[src/rtl/scan_pkg.sv]
// Shared types for the test access port: controller states, opcodes,
// data-path selector and the next-state function of the controller.
package scan_pkg;

    localparam int IR_W = 8;

    localparam logic [IR_W-1:0] OP_EXTEST  = 8'h00;
    localparam logic [IR_W-1:0] OP_HIGHZ   = 8'h03;
    localparam logic [IR_W-1:0] OP_SAMPLE  = 8'h05;
    localparam logic [IR_W-1:0] OP_CLAMP   = 8'h07;
    localparam logic [IR_W-1:0] OP_IDCODE  = 8'h21;
    localparam logic [IR_W-1:0] OP_BYPASS  = 8'hFF;
    localparam logic [IR_W-1:0] IR_CAPTURE = 8'h01;

    typedef enum logic [3:0] {
        ST_RESET, ST_IDLE,
        ST_SEL_DR, ST_CAP_DR, ST_SH_DR, ST_EX1_DR, ST_PAU_DR, ST_EX2_DR, ST_UPD_DR,
        ST_SEL_IR, ST_CAP_IR, ST_SH_IR, ST_EX1_IR, ST_PAU_IR, ST_EX2_IR, ST_UPD_IR
    } tap_state_e;

    typedef enum logic [1:0] {
        PATH_BYP, PATH_ID, PATH_BSR
    } dr_path_e;

    // Next controller state for the current state and mode-select bit.
    function automatic tap_state_e tap_next(tap_state_e s, logic m);
        case (s)
            ST_RESET:  return m ? ST_RESET  : ST_IDLE;
            ST_IDLE:   return m ? ST_SEL_DR : ST_IDLE;
            ST_SEL_DR: return m ? ST_SEL_IR : ST_CAP_DR;
            ST_CAP_DR: return m ? ST_EX1_DR : ST_SH_DR;
            ST_SH_DR:  return m ? ST_EX1_DR : ST_SH_DR;
            ST_EX1_DR: return m ? ST_UPD_DR : ST_PAU_DR;
            ST_PAU_DR: return m ? ST_EX2_DR : ST_PAU_DR;
            ST_EX2_DR: return m ? ST_UPD_DR : ST_SH_DR;
            ST_UPD_DR: return m ? ST_SEL_DR : ST_IDLE;
            ST_SEL_IR: return m ? ST_RESET  : ST_CAP_IR;
            ST_CAP_IR: return m ? ST_EX1_IR : ST_SH_IR;
            ST_SH_IR:  return m ? ST_EX1_IR : ST_SH_IR;
            ST_EX1_IR: return m ? ST_UPD_IR : ST_PAU_IR;
            ST_PAU_IR: return m ? ST_EX2_IR : ST_PAU_IR;
            ST_EX2_IR: return m ? ST_UPD_IR : ST_SH_IR;
            ST_UPD_IR: return m ? ST_SEL_DR : ST_IDLE;
            default:   return ST_RESET;
        endcase
    endfunction

endpackage

[src/rtl/tap_fsm.sv]
// Sixteen-state test controller. Assumes tms is stable around the rising
// edge of tck; rst_n is a synchronous active-low reset into ST_RESET.
module tap_fsm
    import scan_pkg::*;
(
    input  logic       tck,
    input  logic       rst_n,
    input  logic       tms,
    output tap_state_e state
);

    // Advance the controller one step per rising test clock edge.
    always_ff @(posedge tck) begin
        if (!rst_n) state <= ST_RESET;
        else        state <= tap_next(state, tms);
    end

endmodule

[src/rtl/scan_ir.sv]
// Instruction register: an 8-bit shift stage plus the active (update) stage.
// Assumes actions occur on the rising edge that leaves each controller state.
module scan_ir
    import scan_pkg::*;
(
    input  logic            tck,
    input  logic            rst_n,
    input  tap_state_e      state,
    input  logic            tdi,
    output logic            ir_so,
    output logic [IR_W-1:0] ir_active
);

    logic [IR_W-1:0] ir_sr;

    // Capture the fixed pattern, then shift serial data toward bit 0.
    always_ff @(posedge tck) begin
        if (!rst_n)                 ir_sr <= '0;
        else if (state == ST_CAP_IR) ir_sr <= IR_CAPTURE;
        else if (state == ST_SH_IR)  ir_sr <= {tdi, ir_sr[IR_W-1:1]};
    end

    // Commit the shifted opcode on Update-IR; fall back to the ID opcode in reset.
    always_ff @(posedge tck) begin
        if (!rst_n)                  ir_active <= OP_IDCODE;
        else if (state == ST_RESET)  ir_active <= OP_IDCODE;
        else if (state == ST_UPD_IR) ir_active <= ir_sr;
    end

    assign ir_so = ir_sr[0];

endmodule

[src/rtl/scan_dr.sv]
// Data registers: bypass bit, identification word, boundary register and
// its update stage. Input cells occupy bits IN_W-1..0, output cells above.
module scan_dr
    import scan_pkg::*;
#(
    parameter int          IN_W     = 4,
    parameter int          OUT_W    = 4,
    parameter logic [31:0] ID_VALUE = 32'h1A5C_30E1,
    localparam int         BS_LEN   = IN_W + OUT_W
)(
    input  logic              tck,
    input  logic              rst_n,
    input  tap_state_e        state,
    input  dr_path_e          path,
    input  logic              upd_en,
    input  logic              tdi,
    input  logic [IN_W-1:0]   pin_in,
    input  logic [OUT_W-1:0]  pad_obs,
    output logic              dr_so,
    output logic [BS_LEN-1:0] bs_upd
);

    logic              byp_q;
    logic [31:0]       id_q;
    logic [BS_LEN-1:0] bs_q;

    // Bypass stage: capture zero, shift one bit.
    always_ff @(posedge tck) begin
        if (!rst_n)                                         byp_q <= 1'b0;
        else if (state == ST_CAP_DR && path == PATH_BYP)    byp_q <= 1'b0;
        else if (state == ST_SH_DR && path == PATH_BYP)     byp_q <= tdi;
    end

    // Identification word: capture the constant, shift toward bit 0.
    always_ff @(posedge tck) begin
        if (!rst_n)                                         id_q <= '0;
        else if (state == ST_CAP_DR && path == PATH_ID)     id_q <= ID_VALUE;
        else if (state == ST_SH_DR && path == PATH_ID)      id_q <= {tdi, id_q[31:1]};
    end

    // Boundary register: capture pad and pin values, shift toward bit 0.
    always_ff @(posedge tck) begin
        if (!rst_n)                                         bs_q <= '0;
        else if (state == ST_CAP_DR && path == PATH_BSR)    bs_q <= {pad_obs, pin_in};
        else if (state == ST_SH_DR && path == PATH_BSR)     bs_q <= {tdi, bs_q[BS_LEN-1:1]};
    end

    // Update stage: hold the boundary contents seen at Update-DR.
    always_ff @(posedge tck) begin
        if (!rst_n)                                bs_upd <= '0;
        else if (state == ST_UPD_DR && upd_en)     bs_upd <= bs_q;
    end

    // Serial output of the selected data register.
    always_comb begin
        case (path)
            PATH_ID:  dr_so = id_q[0];
            PATH_BSR: dr_so = bs_q[0];
            default:  dr_so = byp_q;
        endcase
    end

endmodule

[src/rtl/scan_port.sv]
// Top of the test access port. Decodes the active opcode into a data-path
// choice and the two output controls, muxes the pads, and retimes the serial
// output to the falling edge. Assumes one test clock domain for all logic.
module scan_port
    import scan_pkg::*;
#(
    parameter int          IN_W     = 4,
    parameter int          OUT_W    = 4,
    parameter logic [31:0] ID_VALUE = 32'h1A5C_30E1,
    localparam int         BS_LEN   = IN_W + OUT_W
)(
    input  logic             tck,
    input  logic             trst_n,
    input  logic             tms,
    input  logic             tdi,
    output logic             tdo,
    output logic             tdo_en,
    input  logic [IN_W-1:0]  pin_in,
    input  logic [OUT_W-1:0] core_out,
    output logic [OUT_W-1:0] pad_out,
    output logic             pad_oe,
    output logic             out_src_bs,
    output logic             out_hiz
);

    tap_state_e        st;
    logic [IR_W-1:0]   ir_active;
    logic              ir_so;
    logic              dr_so;
    dr_path_e          path;
    logic              upd_en;
    logic [BS_LEN-1:0] bs_upd;
    logic              shifting;
    logic              so_sel;

    tap_fsm u_fsm (
        .tck   (tck),
        .rst_n (trst_n),
        .tms   (tms),
        .state (st)
    );

    scan_ir u_ir (
        .tck       (tck),
        .rst_n     (trst_n),
        .state     (st),
        .tdi       (tdi),
        .ir_so     (ir_so),
        .ir_active (ir_active)
    );

    scan_dr #(
        .IN_W     (IN_W),
        .OUT_W    (OUT_W),
        .ID_VALUE (ID_VALUE)
    ) u_dr (
        .tck     (tck),
        .rst_n   (trst_n),
        .state   (st),
        .path    (path),
        .upd_en  (upd_en),
        .tdi     (tdi),
        .pin_in  (pin_in),
        .pad_obs (pad_out),
        .dr_so   (dr_so),
        .bs_upd  (bs_upd)
    );

    // Decode the active opcode; unknown codes fall back to bypass.
    always_comb begin
        path       = PATH_BYP;
        upd_en     = 1'b0;
        out_src_bs = 1'b0;
        out_hiz    = 1'b0;
        case (ir_active)
            OP_EXTEST: begin path = PATH_BSR; upd_en = 1'b1; out_src_bs = 1'b1; end
            OP_SAMPLE: begin path = PATH_BSR; upd_en = 1'b1; end
            OP_CLAMP:  out_src_bs = 1'b1;
            OP_HIGHZ:  out_hiz = 1'b1;
            OP_IDCODE: path = PATH_ID;
            default:   path = PATH_BYP;
        endcase
    end

    // Per-pin output source: boundary update cell or functional value.
    for (genvar i = 0; i < OUT_W; i++) begin : g_pad
        assign pad_out[i] = out_src_bs ? bs_upd[IN_W+i] : core_out[i];
    end

    assign pad_oe   = ~out_hiz;
    assign shifting = (st == ST_SH_IR) || (st == ST_SH_DR);
    assign so_sel   = (st == ST_SH_IR) ? ir_so : dr_so;

    // Retime serial output and its enable to the falling edge.
    always_ff @(negedge tck) begin
        if (!trst_n) begin
            tdo    <= 1'b0;
            tdo_en <= 1'b0;
        end else begin
            tdo    <= shifting ? so_sel : 1'b0;
            tdo_en <= shifting;
        end
    end

endmodule

[config.mk]
export PLATFORM = sky130hd
export DESIGN_NAME = scan_port
export DESIGN_NICKNAME = d
export VERILOG_FILES = /design/src/rtl/scan_pkg.sv /design/src/rtl/tap_fsm.sv /design/src/rtl/scan_ir.sv /design/src/rtl/scan_dr.sv /design/src/rtl/scan_port.sv
export SDC_FILE = /design/constraint.sdc
export NUM_CORES = 1
export LEC_CHECK = 0
export ABC_AREA = 0
export BUFFER_PORTS_ARGS = -buffer_cell sky130_fd_sc_hd__clkbuf_2
export CORE_ASPECT_RATIO = 2
export CORE_MARGIN = 1
export CORE_UTILIZATION = 50
export DETAILED_ROUTE_END_ITERATION = 10
export PLACE_DENSITY = 0.8
export SLEW_MARGIN = 5
export SYNTH_ARGS = -nofsm -noshare
export SYNTH_HDL_FRONTEND = slang
export SYNTH_SLANG_ARGS = --single-unit
[constraint.sdc]
create_clock -name tck -period 2.7 [get_ports tck]
set_clock_uncertainty 0.15 [all_clocks]
set_input_delay 0.27 -clock tck [delete_from_list [all_inputs] [get_ports tck]]
set_output_delay 0.27 -clock tck [all_outputs]
set_load 0.01 [all_outputs]
==> flow_summary_export.csv <==
group,metric,value,unit
run_status,status,"finished with violations",
run_status,failed_checks,"setup timing",
floorplan,rows,39,
cts,numCtsBuffers,9,
global_routing,grt.total_usage,23.80,%
timing,pins_over_slew_limit,0,
drt,route.vias.total,2694,
worst_setup_path,crit_type,"flop to flop",
worst_setup_path,worstPathMaxFanout,4,
floorplan,initial_core_util,51.39,%
timing,rsz0062_at_grt,"yes",
cts,cts.sink_count,67,
pwr,power-per-cell-area,590.5,nW/um2
logic_synthesis,synth_top_area_cell,"sky130_fd_sc_hd__dfxtp_1",
pwr,cellLeakagePower,0.001346,uW
drt,first_pass_iters,4,
timing,hold_ws,104.6,ps
drt,ant_nets,0,
logic_synthesis,yosys.area_share.simple,21.16,%
logic_synthesis,postSynthCellCount,354,
global_routing,grt_start_max_net_pins,20,
place,finalWeightedCongestion,0.8482,
logic_synthesis,synth_xor_xnor_area_share,0.3011,%
timing,final-setup-viol-count,1,
floorplan,core,5660,um2
cts,clock_tree_root_driver_cell,"sky130_fd_sc_hd__clkbuf_16",
logic_synthesis,synthesized_flop_and_latch_total,67,
logic_synthesis,synth_enable_flop_cells,0,
logic_synthesis,synthTopCellsByArea,"sky130_fd_sc_hd__dfxtp_1 (46%), sky130_fd_sc_hd__nand2_1 (9.7%), sky130_fd_sc_hd__a21oi_1 (7.4%), sky130_fd_sc_hd__a221oi_1 (4.2%), sky130_fd_sc_hd__nor2_1 (3.5%)",
pwr,pnr_total_power,2129,uW
logic_synthesis,synth_cell_types,55,
drt,drt_wl_cell,15.15,um
floorplan,num_io_pins,21,
cells_and_area,final.fill_count,464,
logic_synthesis,synth.most_common_cell,"sky130_fd_sc_hd__nand2_1",
logic_synthesis,post_synth_instance_area,2909,um2
logic_synthesis,seq_area_frac_synth,46.11,%
floorplan,dieWidth,55.94,um
job,max_cap_violations,0,
global_routing,grt_antenna_before_repair,0,
logic_synthesis,yosys-mux-area-fraction,1.720,%
cts,worst_skew_pair.late_latency,320,ps
timing,finalHoldViolCount,0,
floorplan,die-area,6146,um2
global_routing,global_route_wire_length_before_repair,11360,um
place,detailed_place_hpwl,4870,um
cells_and_area,multi_input_area,1495,um2
worst_setup_path,crit_path_start_kind,"flop",
worst_setup_path,setup.reg_to_reg.worst_slack,-910,ps
cells_and_area,sequential_cell_area,1341,um2
logic_synthesis,adder_cell_area_share_of_the_yosys_netlist,1.290,%
cts,hold_fix_buffers_cts,0,
drt,drt_first_iter_violations,127,
logic_synthesis,ys_warn_count,0,
cells_and_area,area_growth,23.96,%
cts,ctsLongestPathBuffers,2,
cells_and_area,insertedDiodeCount,0,
logic_synthesis,synth.avg_cell_area,8.218,um2
drt,drt-vias-per-instance,5.857,
worst_setup_path,critPathRequiredTime,1460,ps
cts,htree_num_levels,3,
cts,tritoncts,"done",
cts,postCtsSetupRepairBufs,0,
place,port-buffer-count,20,
logic_synthesis,synth_largest_type_area_fraction,46.11,%
global_routing,globalRouteOverflowTotal,0,
cells_and_area,drive_gt1_share,21.80,%
place,dp_slack,-1009,ps
drt,detail_route.wirelength,6968,um
worst_hold_path,timing.hold.worst.class,"input port to flop",
worst_setup_path,setup.worst_path.end_class,"flop",
logic_synthesis,synthesized_nets,369,
logic_synthesis,synth-compound-area-share,23.66,%
timing,timing_worst_slew_pin_value,804.4,ps
drt,remaining_drc_errors,0,
logic_synthesis,synthTopCellsByCount,"sky130_fd_sc_hd__nand2_1 (75), sky130_fd_sc_hd__dfxtp_1 (67), sky130_fd_sc_hd__a21oi_1 (43)",
worst_setup_path,cp.arrival,2370,ps
cells_and_area,nets,411,
global_routing,vias_in_the_first_global_route,2614,
timing,slew_headroom,45.91,%
floorplan,die_height,109.9,um
cts,clk_pin_slew,50,ps
logic_synthesis,ys.flop_type,"sky130_fd_sc_hd__dfxtp_1",
logic_synthesis,async_reset_ff_share,0,%
pwr,vdd_drop_max,0.6159,mV
logic_synthesis,synth_top_family_by_area,"compound AO/OA/AOI/OAI gates",
timing,post-route-worst-setup-slack,-905.5,ps
[sequential cells by signal, indices dropped and copies added (netlist names)]
register and cells:
tdo_en 1, u_dr.id_q 32, u_ir.ir_sr 8, u_dr.bs_upd 4, u_fsm.state 4, u_dr.bs_q 8, tdo 1, u_dr.byp_q 1
u_ir.ir_active 8
[final timing paths]
check,from,endpoint,cells after the start
hold reg to reg,u_dr.id_q[11],u_dr.id_q[10],2
setup reg to reg,u_ir.ir_active[7],tdo,7
setup / recovery,u_ir.ir_active[7],tdo,7
hold / removal,tdi,u_ir.ir_sr[7],3
[final cells by class]
class / count / area share [%]
sequential: 67 / 37.20
timing repair buffer: 53 / 10.55
multi-input combinational: 249 / 41.46
clock inverter: 6 / 0.7287
inverter: 14 / 1.596
tap: 61 / 2.117
clock buffer: 10 / 6.350
[worst max-delay path, stage by stage, from the launching register on]
cell                      delay, ps
sky130_fd_sc_hd__dfxtp_1        310
sky130_fd_sc_hd__or4_4          550
sky130_fd_sc_hd__or4_4          500
sky130_fd_sc_hd__ha_4           190
sky130_fd_sc_hd__a22oi_2        170
sky130_fd_sc_hd__a21oi_2         80
sky130_fd_sc_hd__a22oi_1        180
sky130_fd_sc_hd__nor2_1          70
[cell usage in the layout (no fill, tap or decap), types with 6 or more instances in the layout]
cell	instances
sky130_fd_sc_hd__clkbuf_16	9
sky130_fd_sc_hd__clkbuf_2	20
sky130_fd_sc_hd__a21oi_1	42
sky130_fd_sc_hd__nor2_1	26
sky130_fd_sc_hd__nand3_1	7
sky130_fd_sc_hd__inv_1	14
sky130_fd_sc_hd__nand3b_1	6
sky130_fd_sc_hd__a211oi_1	7
sky130_fd_sc_hd__o21ai_0	10
sky130_fd_sc_hd__dfxtp_1	67
sky130_fd_sc_hd__buf_4	29
sky130_fd_sc_hd__nand2_1	75
sky130_fd_sc_hd__a221oi_1	10
[metal layers]
metal / track usage [%] / vias up / wire [um]
li1: - / 1339 / -
met1: 22.84 / 1272 / 2594
met2: 45.35 / 61 / 3953
met3: 5.529 / 22 / 202
met4: 14.11 / 0 / 218
met5: 0 / - / 0
[where the power goes]
part	switching, uW	leakage (uW)	total, uW	internal (uW)
clock network	389	0.000139	994	606
logic	76.5	0.000667	127	51.0
registers	7.88	0.000540	1010	1000
[through the flow]
stage	setup TNS (ps)	instances	area [um2]	utilization, %
floorplan	-896.5	354	2944	-
global placement	-913.3	445	3287	58.07
detailed placement	-1009	445	3287	58.07
CTS	-915.1	460	3548	62.69
global route	-1146	460	3606	63.70
finish	-905.5	460	3606	63.70
[cells by family (layout without fill, tap and decap cells)]
logic type / after synthesis / count (layout)
buffers and inverters: 38 / 83
multiplexers: 5 / 5
AND/OR/NAND/NOR: 134 / 134
adder cells (fa/ha/maj): 3 / 3
XOR/XNOR: 1 / 1
AO/OA/AOI/OAI: 106 / 106
flip-flops: 67 / 67
[repair_timing]
item / 4_1_cts / 5_1_grt
hold endpoints to repair: 0 / 0
endpoints found under the setup margin: 1 / 22
pin swaps: 1 / 1
resized for setup: 2 / 12
Power figures use the tool's default switching activity.
